**src/rtl/tnr_pkg.sv**
```systemverilog
package tnr_pkg;

    localparam int          BYTE_W     = 8;
    localparam int          CNT_W      = $clog2(BYTE_W + 1);
    localparam logic [4:0]  DEV_PREFIX = 5'b11000;

    typedef enum logic [2:0] {
        LK_IDLE,
        LK_ADDR,
        LK_ADDR_ACK,
        LK_WDATA,
        LK_WACK,
        LK_RDATA,
        LK_RACK
    } link_state_t;

    typedef struct packed {
        logic       pump_hi;
        logic [2:0] test_code;
        logic [1:0] ref_sel;
        logic       amp_off;
    } ctrl_t;

    function automatic logic addr_hit(input logic [6:0] a, input logic [1:0] sel);
        return a == {DEV_PREFIX, sel};
    endfunction

    function automatic logic [BYTE_W-1:0] status_byte(input logic por,
                                                      input logic lock,
                                                      input logic [2:0] lvl);
        return {por, lock, 3'b111, lvl};
    endfunction

    function automatic ctrl_t ctrl_decode(input logic [BYTE_W-1:0] b);
        return ctrl_t'(b[6:0]);
    endfunction

endpackage

```
**src/rtl/tnr_sync.sv**
```systemverilog
module tnr_sync #(
    parameter int WIDTH  = 2,
    parameter int STAGES = 2
) (
    input  logic             clk,
    input  logic             rst,
    input  logic [WIDTH-1:0] d,
    output logic [WIDTH-1:0] q
);
    for (genvar i = 0; i < WIDTH; i++) begin : g_bit
        logic [STAGES-1:0] chain;
        always_ff @(posedge clk) begin
            if (rst) chain <= '1;
            else     chain <= {chain[STAGES-2:0], d[i]};
        end
        assign q[i] = chain[STAGES-1];
    end
endmodule

```
**src/rtl/tnr_link.sv**
```systemverilog
module tnr_link
    import tnr_pkg::*;
(
    input  logic              clk,
    input  logic              rst,
    input  logic              scl_s,
    input  logic              sda_s,
    input  logic [1:0]        addr_sel,
    input  logic [BYTE_W-1:0] status,
    output logic              sda_pull,
    output logic              byte_valid,
    output logic [BYTE_W-1:0] byte_data,
    output logic              wr_begin,
    output logic              status_read
);
    link_state_t       state;
    logic [CNT_W-1:0]  bit_cnt;
    logic [BYTE_W-1:0] rx, tx;
    logic              rd_mode, mack, scl_d, sda_d;

    wire scl_rise   = scl_s & ~scl_d;
    wire scl_fall   = ~scl_s & scl_d;
    wire start_cond = scl_s & scl_d & sda_d & ~sda_s;
    wire stop_cond  = scl_s & scl_d & ~sda_d & sda_s;
    wire full_byte  = (bit_cnt == CNT_W'(BYTE_W));

    assign byte_data = rx;

    always_ff @(posedge clk) begin
        if (rst) begin
            scl_d <= 1'b1;
            sda_d <= 1'b1;
        end else begin
            scl_d <= scl_s;
            sda_d <= sda_s;
        end
    end

    always_ff @(posedge clk) begin
        if (rst) begin
            state       <= LK_IDLE;
            bit_cnt     <= '0;
            rx          <= '0;
            tx          <= '0;
            sda_pull    <= 1'b0;
            rd_mode     <= 1'b0;
            mack        <= 1'b1;
            byte_valid  <= 1'b0;
            wr_begin    <= 1'b0;
            status_read <= 1'b0;
        end else begin
            byte_valid  <= 1'b0;
            wr_begin    <= 1'b0;
            status_read <= 1'b0;
            if (start_cond) begin
                state    <= LK_ADDR;
                bit_cnt  <= '0;
                sda_pull <= 1'b0;
            end else if (stop_cond) begin
                state    <= LK_IDLE;
                sda_pull <= 1'b0;
            end else if (scl_rise) begin
                case (state)
                    LK_ADDR, LK_WDATA: begin
                        rx      <= {rx[BYTE_W-2:0], sda_s};
                        bit_cnt <= bit_cnt + 1'b1;
                    end
                    LK_RDATA: bit_cnt <= bit_cnt + 1'b1;
                    LK_RACK:  mack    <= sda_s;
                    default: ;
                endcase
            end else if (scl_fall) begin
                case (state)
                    LK_ADDR: if (full_byte) begin
                        if (addr_hit(rx[7:1], addr_sel)) begin
                            state    <= LK_ADDR_ACK;
                            sda_pull <= 1'b1;
                            rd_mode  <= rx[0];
                        end else begin
                            state <= LK_IDLE;
                        end
                    end
                    LK_ADDR_ACK: begin
                        bit_cnt <= '0;
                        if (rd_mode) begin
                            state    <= LK_RDATA;
                            sda_pull <= ~status[BYTE_W-1];
                            tx       <= {status[BYTE_W-2:0], 1'b0};
                        end else begin
                            state    <= LK_WDATA;
                            sda_pull <= 1'b0;
                            wr_begin <= 1'b1;
                        end
                    end
                    LK_WDATA: if (full_byte) begin
                        state      <= LK_WACK;
                        sda_pull   <= 1'b1;
                        byte_valid <= 1'b1;
                    end
                    LK_WACK: begin
                        state    <= LK_WDATA;
                        sda_pull <= 1'b0;
                        bit_cnt  <= '0;
                    end
                    LK_RDATA: begin
                        if (full_byte) begin
                            state       <= LK_RACK;
                            sda_pull    <= 1'b0;
                            status_read <= 1'b1;
                        end else begin
                            sda_pull <= ~tx[BYTE_W-1];
                            tx       <= {tx[BYTE_W-2:0], 1'b0};
                        end
                    end
                    LK_RACK: begin
                        if (!mack) begin
                            state    <= LK_RDATA;
                            bit_cnt  <= '0;
                            sda_pull <= ~status[BYTE_W-1];
                            tx       <= {status[BYTE_W-2:0], 1'b0};
                        end else begin
                            state <= LK_IDLE;
                        end
                    end
                    default: ;
                endcase
            end
        end
    end

    // acknowledge slot after a matching address holds SDA low
    a_r2_addr_ack_low: assert property (@(posedge clk) disable iff (rst)
        state == LK_ADDR_ACK |-> sda_pull);
    // an unaddressed slave leaves the line alone
    a_r2_idle_quiet: assert property (@(posedge clk) disable iff (rst)
        state == LK_IDLE |-> !sda_pull);
    // every data acknowledge slot holds SDA low
    a_r8_data_ack_low: assert property (@(posedge clk) disable iff (rst)
        state == LK_WACK |-> sda_pull);
    // a START always returns to address reception with SDA released
    a_r11_start_restart: assert property (@(posedge clk) disable iff (rst)
        start_cond |=> (state == LK_ADDR) && !sda_pull);
    // completion of a status byte is a single pulse
    a_r10_read_pulse: assert property (@(posedge clk) disable iff (rst)
        status_read |=> !status_read);
endmodule

```
**src/rtl/tnr_regs.sv**
```systemverilog
module tnr_regs
    import tnr_pkg::*;
#(
    parameter int DIV_W  = 15,
    parameter int BAND_W = 4
) (
    input  logic              clk,
    input  logic              rst,
    input  logic              byte_valid,
    input  logic [BYTE_W-1:0] byte_data,
    input  logic              wr_begin,
    input  logic              status_read,
    input  logic              pwr_fail,
    output logic [DIV_W-1:0]  div_word,
    output ctrl_t             ctrl,
    output logic [BAND_W-1:0] band,
    output logic              por_flag
);
    localparam int HI_W = DIV_W - BYTE_W;

    logic            have_hi, after_ctrl;
    logic [HI_W-1:0] hi_q;

    always_ff @(posedge clk) begin
        if (rst) begin
            have_hi    <= 1'b0;
            after_ctrl <= 1'b0;
            hi_q       <= '0;
            div_word   <= '0;
            ctrl       <= '0;
            band       <= '0;
            por_flag   <= 1'b1;
        end else begin
            if (pwr_fail)         por_flag <= 1'b1;
            else if (status_read) por_flag <= 1'b0;

            if (wr_begin) begin
                have_hi    <= 1'b0;
                after_ctrl <= 1'b0;
            end else if (byte_valid) begin
                if (have_hi) begin
                    div_word   <= {hi_q, byte_data};
                    have_hi    <= 1'b0;
                    after_ctrl <= 1'b0;
                end else if (!byte_data[BYTE_W-1]) begin
                    hi_q       <= byte_data[HI_W-1:0];
                    have_hi    <= 1'b1;
                    after_ctrl <= 1'b0;
                end else if (after_ctrl) begin
                    band       <= byte_data[BAND_W-1:0];
                    after_ctrl <= 1'b0;
                end else begin
                    ctrl       <= ctrl_decode(byte_data);
                    after_ctrl <= 1'b1;
                end
            end
        end
    end

    // divider word moves only on a received byte
    a_r3_div_hold: assert property (@(posedge clk) disable iff (rst)
        !byte_valid |=> $stable(div_word));
    // the first byte of a pair never alters the divider word
    a_r3_no_half_commit: assert property (@(posedge clk) disable iff (rst)
        (byte_valid && !have_hi) |=> $stable(div_word));
    // band outputs move only on a received byte
    a_r5_band_hold: assert property (@(posedge clk) disable iff (rst)
        !byte_valid |=> $stable(band));
    // a completed status read clears the flag unless a new power event arrives
    a_r10_por_clear: assert property (@(posedge clk) disable iff (rst)
        (status_read && !pwr_fail) |=> !por_flag);
endmodule

```
**src/rtl/tuner_i2c_slave.sv**
```systemverilog
module tuner_i2c_slave
    import tnr_pkg::*;
#(
    parameter int DIV_W       = 15,
    parameter int BAND_W      = 4,
    parameter int SYNC_STAGES = 2
) (
    input  logic              clk,
    input  logic              rst,
    input  logic              scl_in,
    input  logic              sda_in,
    input  logic [1:0]        addr_sel,
    input  logic              lock_flag,
    input  logic              pwr_fail,
    input  logic [2:0]        level_code,
    output logic              sda_pull,
    output logic [DIV_W-1:0]  div_word,
    output logic              pump_hi,
    output logic [2:0]        test_code,
    output logic [1:0]        ref_sel,
    output logic              amp_off,
    output logic [BAND_W-1:0] band_out
);
    logic [1:0]        line_s;
    logic              byte_valid, wr_begin, status_read, por_flag;
    logic [BYTE_W-1:0] byte_data, status;
    ctrl_t             ctrl;

    tnr_sync #(.WIDTH(2), .STAGES(SYNC_STAGES)) u_sync (
        .clk (clk),
        .rst (rst),
        .d   ({scl_in, sda_in}),
        .q   (line_s)
    );

    assign status = status_byte(por_flag, lock_flag, level_code);

    tnr_link u_link (
        .clk         (clk),
        .rst         (rst),
        .scl_s       (line_s[1]),
        .sda_s       (line_s[0]),
        .addr_sel    (addr_sel),
        .status      (status),
        .sda_pull    (sda_pull),
        .byte_valid  (byte_valid),
        .byte_data   (byte_data),
        .wr_begin    (wr_begin),
        .status_read (status_read)
    );

    tnr_regs #(.DIV_W(DIV_W), .BAND_W(BAND_W)) u_regs (
        .clk         (clk),
        .rst         (rst),
        .byte_valid  (byte_valid),
        .byte_data   (byte_data),
        .wr_begin    (wr_begin),
        .status_read (status_read),
        .pwr_fail    (pwr_fail),
        .div_word    (div_word),
        .ctrl        (ctrl),
        .band        (band_out),
        .por_flag    (por_flag)
    );

    assign pump_hi   = ctrl.pump_hi;
    assign test_code = ctrl.test_code;
    assign ref_sel   = ctrl.ref_sel;
    assign amp_off   = ctrl.amp_off;
endmodule

```
**config.mk**
```make
export PLATFORM = sky130hd
export DESIGN_NAME = tuner_i2c_slave
export DESIGN_NICKNAME = d
export VERILOG_FILES = /design/src/rtl/tnr_pkg.sv /design/src/rtl/tnr_sync.sv /design/src/rtl/tnr_link.sv /design/src/rtl/tnr_regs.sv /design/src/rtl/tuner_i2c_slave.sv
export SDC_FILE = /design/constraint.sdc
export NUM_CORES = 1
export LEC_CHECK = 0
export ABC_CLOCK_PERIOD_IN_PS = 2900
export CAP_MARGIN = 20
export CORE_MARGIN = 3
export CORE_UTILIZATION = 28
export CTS_CLUSTER_SIZE = 8
export DETAILED_ROUTE_END_ITERATION = 12
export REMOVE_ABC_BUFFERS = 1
export SKIP_CTS_REPAIR_TIMING = 1
export SLEW_MARGIN = 20
export SYNTH_ARGS = -nofsm -noshare
export SYNTH_HDL_FRONTEND = slang
export SYNTH_HIERARCHICAL = 1
export SYNTH_SLANG_ARGS = --single-unit
```
**constraint.sdc**
```tcl
create_clock -name clk -period 2.9 [get_ports clk]
set_input_delay 0.29 -clock clk [delete_from_list [all_inputs] [get_ports clk]]
set_output_delay 0.29 -clock clk [all_outputs]
set_load 0.01 [all_outputs]
```
==> load_flow_metrics.sql, run 1 <==
INSERT INTO impl_metrics (metric_group, metric, value, unit) VALUES
('floorplan', 'placementRows', '38', ''),
('synth', 'syn_area_per_cell', '9.00', 'µm²'),
('route', 'drcViolationCount', '0', ''),
('hold_path', 'hold_path.class', 'flop to flop', ''),
('synth', 'ys_seq_elements', '70', ''),
('sta', 'relSlewSlack', '47.1', '%'),
('route', 'vias', '2518', ''),
('synth', 'synth-edff-count', '0', ''),
('route', 'routed_wirelength', '6.83', 'mm'),
('sta', 'setup_viol_count_final', '0', ''),
('setup_path', 'crit_slowest_cell', 'dfxtp_1', ''),
('sta', 'final_min_period_over_clock_period', '70.2', '%'),
('setup_path', 'cp_data_arrival_time', '2.25', 'ns'),
('floorplan', 'boundaryPins', '38', ''),
('synth', 'synth.top_cells.by_count', 'dfxtp_1 (70), nand2_1 (48), mux2i_1 (29)', ''),
('global_route', 'overflow', '0', ''),
('final_layout', 'diodes', '0', ''),
('sta', 'fin_setup_tns', '0', 'ns'),
('floorplan', 'initial_utilization', '29.0', '%'),
('sta', 'post_layout_min_period', '2.04', 'ns'),
('floorplan', 'floorplan.die_area', '12800', 'µm²'),
('setup_path', 'crit-reg2reg-capture', 'u_link/tx[6]', ''),
('synth', 'synth.largest_area_cell', 'dfxtp_1', ''),
('hold_path', 'worst_hold_path.endpoint', 'u_regs/por_flag', ''),
('setup_path', 'worst_path_dominant_cell_family', 'flip-flops', ''),
('route', 'routed_via_density', '4.72', ''),
('sta', 'max_freq', '0.491', 'GHz'),
('floorplan', 'core-area', '11000', 'µm²'),
('run_status', 'status', 'finished clean', ''),
('sta', 'final.setup_skew', '0.00677', 'ns'),
('synth', 'total_of_warnings_raised_by_yosys', '6', ''),
('clocking', 'ctsLongestPathBuffers', '2', ''),
('clocking', 'insertion_delay_to_the_later_sink_of_the_worst_skew_pair', '0.33', 'ns'),
('final_layout', 'post_route_cells_drive_above_1_share', '9.92', '%'),
('synth', 'synth_top_area_share', '43.7', '%'),
('global_route', 'maximum_number_of_pins_on_one_net_before_global_route_repair', '50', ''),
('global_route', 'grt_first_pass_wirelength', '11.5', 'mm'),
('route', 'antenna_left', '0', ''),
('placement', 'io_buffer_count', '37', ''),
('synth', 'synth_async_sr_flop_share', '0', '%'),
('setup_path', 'startpoint_type', 'flop', ''),
('placement', 'dpl.cell_count', '517', ''),
('setup_path', 'critPathBufInv', '0', ''),
('setup_path', 'cpPeakStageDelay', '0.83', 'ns'),
('clocking', 'numClockSinks', '70', ''),
('clocking', 'htreeDepth', '3', ''),
('final_layout', 'final_cells', '533', ''),
('setup_path', 'setup.reg_to_reg.worst_slack', '0.86', 'ns'),
('global_route', 'groute.usage.overall', '11.0', '%'),
('final_layout', 'nets', '405', ''),
('setup_path', 'element_type_at_the_critical_path_end', 'flop', ''),
('synth', 'post_synth_num_cell_types', '56', ''),
('synth', 'synth-seq-area-share', '43.7', '%'),
('sta', 'tightestPinTransition', '0.792', 'ns'),
('sta', 'report.final.slew_viol_count', '0', ''),
('setup_path', 'timing.critical_path.cells', 'and2_1 > a31o_2 > nand4b_2 > mux2_2', ''),
('floorplan', 'fp.dieW', '113', 'µm'),
('power_and_ir_drop', 'power_leakage', '1.44', 'nW'),
('setup_path', 'worstPathRequired', '3.12', 'ns'),
('setup_path', 'timing.rr.start', 'u_link/state[2]', ''),
('route', 'routedWlPerCell', '12.8', 'µm'),
('sta', 'rsz0062_at_grt', 'false', ''),
('synth', 'cell_with_the_most_instances_after_synthesis', 'dfxtp_1', ''),
('route', 'drt_first_pass_iters', '4', ''),
('global_route', 'number_of_global_route_vias_before_repair', '2428', ''),
('setup_path', 'crit_type', 'flop to flop', ''),
('run', 'max_cap_viol_count', '0', ''),
('clocking', 'cts.clk_slew.worst_paths', '0.06', 'ns'),
('setup_path', 'ff2ff_path_depth', '4', ''),
('hold_path', 'min_path_cells', '1', ''),
('synth', 'syn_inst', '356', '');
-- flip-flops by register name, indices dropped and copies added (netlist names), 3 cells and up --
signal	count
u_link/bit_cnt	4
u_regs/hi_q	7
u_link/byte_data	8
u_regs/div_word	15
u_regs/ctrl	7
u_link/state	3
u_regs/band	4
u_link/tx	7
u_sync/g_bit.chain	4
-- layer usage --
layer	share of wire, %	vias up	GRT usage, %	wire length [µm]
met3	5.4	9	3.80	367
li1	-	1284	-	-
met2	44	62	17.3	3030
met4	1.3	0	3.61	87
met5	0	-	0	0
met1	49	1163	14.2	3350
-- cell families after synthesis --
family                     count (synthesis)  synth area share, %
AOI/OAI and AO/OA                         55                 11.3
xor gates and xnor gates                   3                0.820
adders and majority gates                  6                 2.34
buffers and inverters                     31                 4.57
DFF                                       70                 43.7
muxes                                     36                 11.5
other                                      1                0.117
and+or+nand+nor                          154                 25.6
-- final cells by class --
class / count / area, µm²
Tap cell: 140 / 175
Clock inverter: 4 / 77.6
Multi-Input combinational cell: 257 / 1670
Sequential cell: 70 / 1400
Clock buffer: 12 / 267
Inverter: 10 / 37.5
Timing Repair Buffer: 40 / 388
Fill cell: 1141 / 7010
-- metrics by stage --
step	util, %	area [µm²]	setup WS [ns]	total power [mW]	hold WS (ns)
global placement	33.3	3670	0.932	1.06	0.392
detailed placement	33.3	3670	0.860	1.06	0.396
CTS	36.4	4020	0.853	2.30	0.397
finish	36.4	4020	0.863	2.27	0.404
floorplan	-	3100	0.921	1.02	0.359
global route	36.4	4020	0.739	2.35	0.418
-- worst max-delay path by stage --
stage	from	to	slack, ns	cells after the start
4_1_cts	u_link/state[2]	u_link/tx[6]	0.85	4
3_5_place_dp	u_link/state[2]	u_link/tx[6]	0.86	4
6_report	u_link/state[2]	u_link/tx[6]	0.86	4
3_3_place_gp	u_link/state[2]	u_link/tx[2]	0.93	4
2_1_floorplan	u_link/byte_data[7]	u_regs/hi_q[0]	0.92	3
5_1_grt	u_link/state[2]	u_link/state[0]	0.74	4
-- power by group --
group / internal, mW / switching (mW) / leakage (nW)
sequential: 0.966 / 0.00365 / 0.565
clock: 0.826 / 0.406 / 0.169
combinational: 0.0303 / 0.0364 / 0.707
total: 1.82 / 0.446 / 1.44
-- cells in the final DEF (no fill, tap or decap), types with 3 or more instances in the layout --
cell / n
conb_1: 3
nor2_1: 22
ha_1: 6
nor2b_1: 11
nand3b_1: 5
mux2_2: 7
clkbuf_8: 3
a31o_2: 3
or3_1: 4
dfxtp_1: 70
clkdlybuf4s50_1: 36
or2_1: 4
inv_1: 10
nor3_1: 5
buf_4: 3
clkbuf_16: 9
o21ai_0: 5
nand2b_1: 22
mux2i_1: 29
or2_2: 3
nand2_1: 48
a21oi_1: 28
nand3_1: 8
Note: power is estimated with default switching activity, not from simulation.
==> run 2, diff against run 1 <==
ABC_CLOCK_PERIOD_IN_PS = 1900   (was 2900)
clock period = 1.9 ns   (was 2.9 ns; I/O delays follow)
==> run 2 against run 1 <==
Final area up 2.4%. Setup slack worse by 0.82 ns. Combinational power rose by 62%. Worst hold slack worse by 0.17 ns. Fmax grew 9.6%. Count of clock-buffer cells in the layout fell by 2. Clock skew shrank 0.0026 ns. Core utilization rose by 0.86 points. Non-clock buffer count up 16. Power is 44% higher. Flip-flop and latch count unchanged.
==> load_flow_metrics.sql, run 2 (synthesis gave the netlist of run 1 again) <==
INSERT INTO impl_metrics (metric_group, metric, value, unit) VALUES
('setup_path', 'critPathBufInv', '0', ''),
('setup_path', 'cp_max_fo', '6', ''),
('setup_path', 'startpoint_type', 'flop', ''),
('power_and_ir_drop', 'pwr_density_cell', '793', 'nW/µm²'),
('sta', 'report.final.slew_viol_count', '0', ''),
('route', 'routed_wirelength', '7.11', 'mm'),
('floorplan', 'fp.dieW', '113', 'µm'),
('final_layout', 'largest_reg_flops', '15', ''),
('global_route', 'number_of_global_route_vias_before_repair', '2508', ''),
('placement', 'dpl.cell_count', '533', ''),
('route', 'drtIter0Drc', '153', ''),
('power_and_ir_drop', 'report.power.total', '3.26', 'mW'),
('final_layout', 'post_route_cells_drive_above_1_share', '13.9', '%'),
('route', 'drcViolationCount', '0', ''),
('setup_path', 'cp_data_arrival_time', '2.06', 'ns'),
('placement', 'post-dp-hpwl', '4.94', 'mm'),
('sta', 'tightestPinTransition', '0.623', 'ns'),
('sta', 'rsz0062_at_grt', 'true', ''),
('run_status', 'status', 'finished clean', ''),
('route', 'routedWlPerCell', '12.9', 'µm'),
('sta', 'setup_viol_count_final', '0', ''),
('final_layout', 'synthToLayoutAreaGrowth', '28.3', '%'),
('final_layout', 'final_std_cell_area_no_fill', '4110', 'µm²'),
('setup_path', 'critPathLaunch', 'u_sync/g_bit[0].chain[1]', ''),
('clocking', 'ctsLongestPathBuffers', '2', ''),
('setup_path', 'worst_path_dominant_cell_family', 'simple AND/OR/NAND/NOR gates', ''),
('sta', 'timing_hold_violations_final', '0', ''),
('sta', 'max_freq', '0.538', 'GHz'),
('clocking', 'cts-buffers-inserted', '9', ''),
('clocking', 'numClockSinks', '70', ''),
('final_layout', 'final_cells', '549', ''),
('route', 'antenna_left', '0', ''),
('final_layout', 'register_ranked_first_by_flip_flop_count', 'u_regs/div_word', ''),
('clocking', 'cts.clk_slew.worst_paths', '0.06', 'ns'),
('hold_path', 'hold_path.class', 'input pin to flop', ''),
('setup_path', 'cpPeakStageDelay', '0.49', 'ns'),
('placement', 'io_buffer_count', '37', ''),
('setup_path', 'crit_slowest_cell', 'dfxtp_1', ''),
('setup_path', 'timing.rr.start', 'u_sync/g_bit[0].chain[1]', ''),
('final_layout', 'layout_common_cells', 'dfxtp_1 (69), nand2_1 (48), clkdlybuf4s50_1 (36), mux2i_1 (29), a21oi_1 (28)', ''),
('run', 'max_cap_viol_count', '0', ''),
('global_route', 'antenna_found_initial', '0', ''),
('global_route', 'groute.usage.overall', '11.6', '%'),
('clocking', 'insertion_delay_to_the_later_sink_of_the_worst_skew_pair', '0.33', 'ns'),
('setup_path', 'timing.critical_path.cells', 'xor2_2 > a21oi_1 > nand2_1 > nor4_1', ''),
('hold_path', 'origin_of_the_worst_min_delay_path', 'rst', ''),
('clocking', 'htreeDepth', '3', ''),
('global_route', 'maximum_number_of_pins_on_one_net_before_global_route_repair', '55', ''),
('power_and_ir_drop', 'power_leakage', '1.50', 'nW'),
('placement', 'detailed_place.area', '3790', 'µm²'),
('floorplan', 'placementRows', '38', ''),
('floorplan', 'floorplan.die_area', '12800', 'µm²'),
('global_route', 'grt_first_pass_wirelength', '12.0', 'mm'),
('floorplan', 'die_height', '113', 'µm'),
('setup_path', 'worstPathRequired', '2.10', 'ns'),
('global_route', 'overflow', '0', ''),
('floorplan', 'initial_utilization', '29.0', '%'),
('floorplan', 'core-area', '11000', 'µm²'),
('route', 'drt_first_pass_iters', '7', ''),
('clocking', 'clk_root_buffer_cell', 'clkbuf_16', ''),
('power_and_ir_drop', 'vdd_ir_drop_max', '0.000468', 'V'),
('sta', 'final.setup_skew', '0.00413', 'ns'),
('setup_path', 'element_type_at_the_critical_path_end', 'flop', ''),
('setup_path', 'crit_type', 'flop to flop', ''),
('sta', 'relSlewSlack', '58.3', '%'),
('floorplan', 'boundaryPins', '38', ''),
('sta', 'final_min_period_over_clock_period', '97.8', '%'),
('route', 'vias', '2599', ''),
('final_layout', 'final_common_cell', 'dfxtp_1', ''),
('clocking', 'tritoncts_clock_tree', 'built', ''),
('placement', 'gp_congestion', '0.870', ''),
('final_layout', 'nets', '421', ''),
('final_layout', 'diodes', '0', ''),
('sta', 'post_layout_min_period', '1.86', 'ns'),
('route', 'routed_via_density', '4.73', '');
[run 2: cell count changes in the layout (fill, tap and decap cells not counted), moves of 2 or more]
cell        delta
buf_4         +16
clkbuf_8       -3
clkinvlp_4     +3
inv_6          +2
clkinv_4       -2
[run 2: metrics by stage]
step	setup TNS [ns]	utilization, %	hold WS [ns]	setup slack [ns]
final	0	37.3	0.239	0.0415
after global routing	-0.0238	37.3	0.250	-0.0238
after CTS	0	37.1	0.221	0.0317
after detailed placement	0	34.4	0.397	0.0398
after global placement	0	34.4	0.394	0.106
after floorplan	-0.552	-	0.259	-0.0788
[run 2: worst paths after layout]
kind	slack, ns	endpoint	cells after the start
min reg2reg	0.41	u_sync/g_bit[1].chain[1]	1
max reg2reg	0.04	u_link/byte_valid	4
min	0.24	u_link/state[1]	3
max	0.04	u_link/byte_valid	4
[run 2: report_power, final]
part | leakage (nW) | internal [mW] | switching (mW)
registers | 0.564 | 1.47 | 0.00566
logic | 0.798 | 0.0508 | 0.0571
clock network | 0.136 | 1.02 | 0.651
total | 1.50 | 2.55 | 0.713
[run 2: cell type report]
| cell class | instances | area (µm²) |
|---|---|---|
| fill | 1107 | 6920 |
| multi-input combinational | 257 | 1690 |
| sequential | 70 | 1400 |
| timing repair buffer | 56 | 508 |
| clock buffer | 10 | 229 |
| tap | 140 | 175 |
| clock inverter | 6 | 70.1 |
| inverter | 10 | 37.5 |
[run 2: tightest hold or removal path, delay by kind of cell]
family	cells	cell delay [ns]
compound gates	2	0.23
buf+inv	1	0.11
[run 2: layer usage]
layer	vias up	part of all wire (%)	GRT usage (%)
met4	0	1.2	3.29
met1	1206	48	14.7
met3	9	5.2	4.49
li1	1313	-	-
met5	-	0	0
met2	71	45	18.3
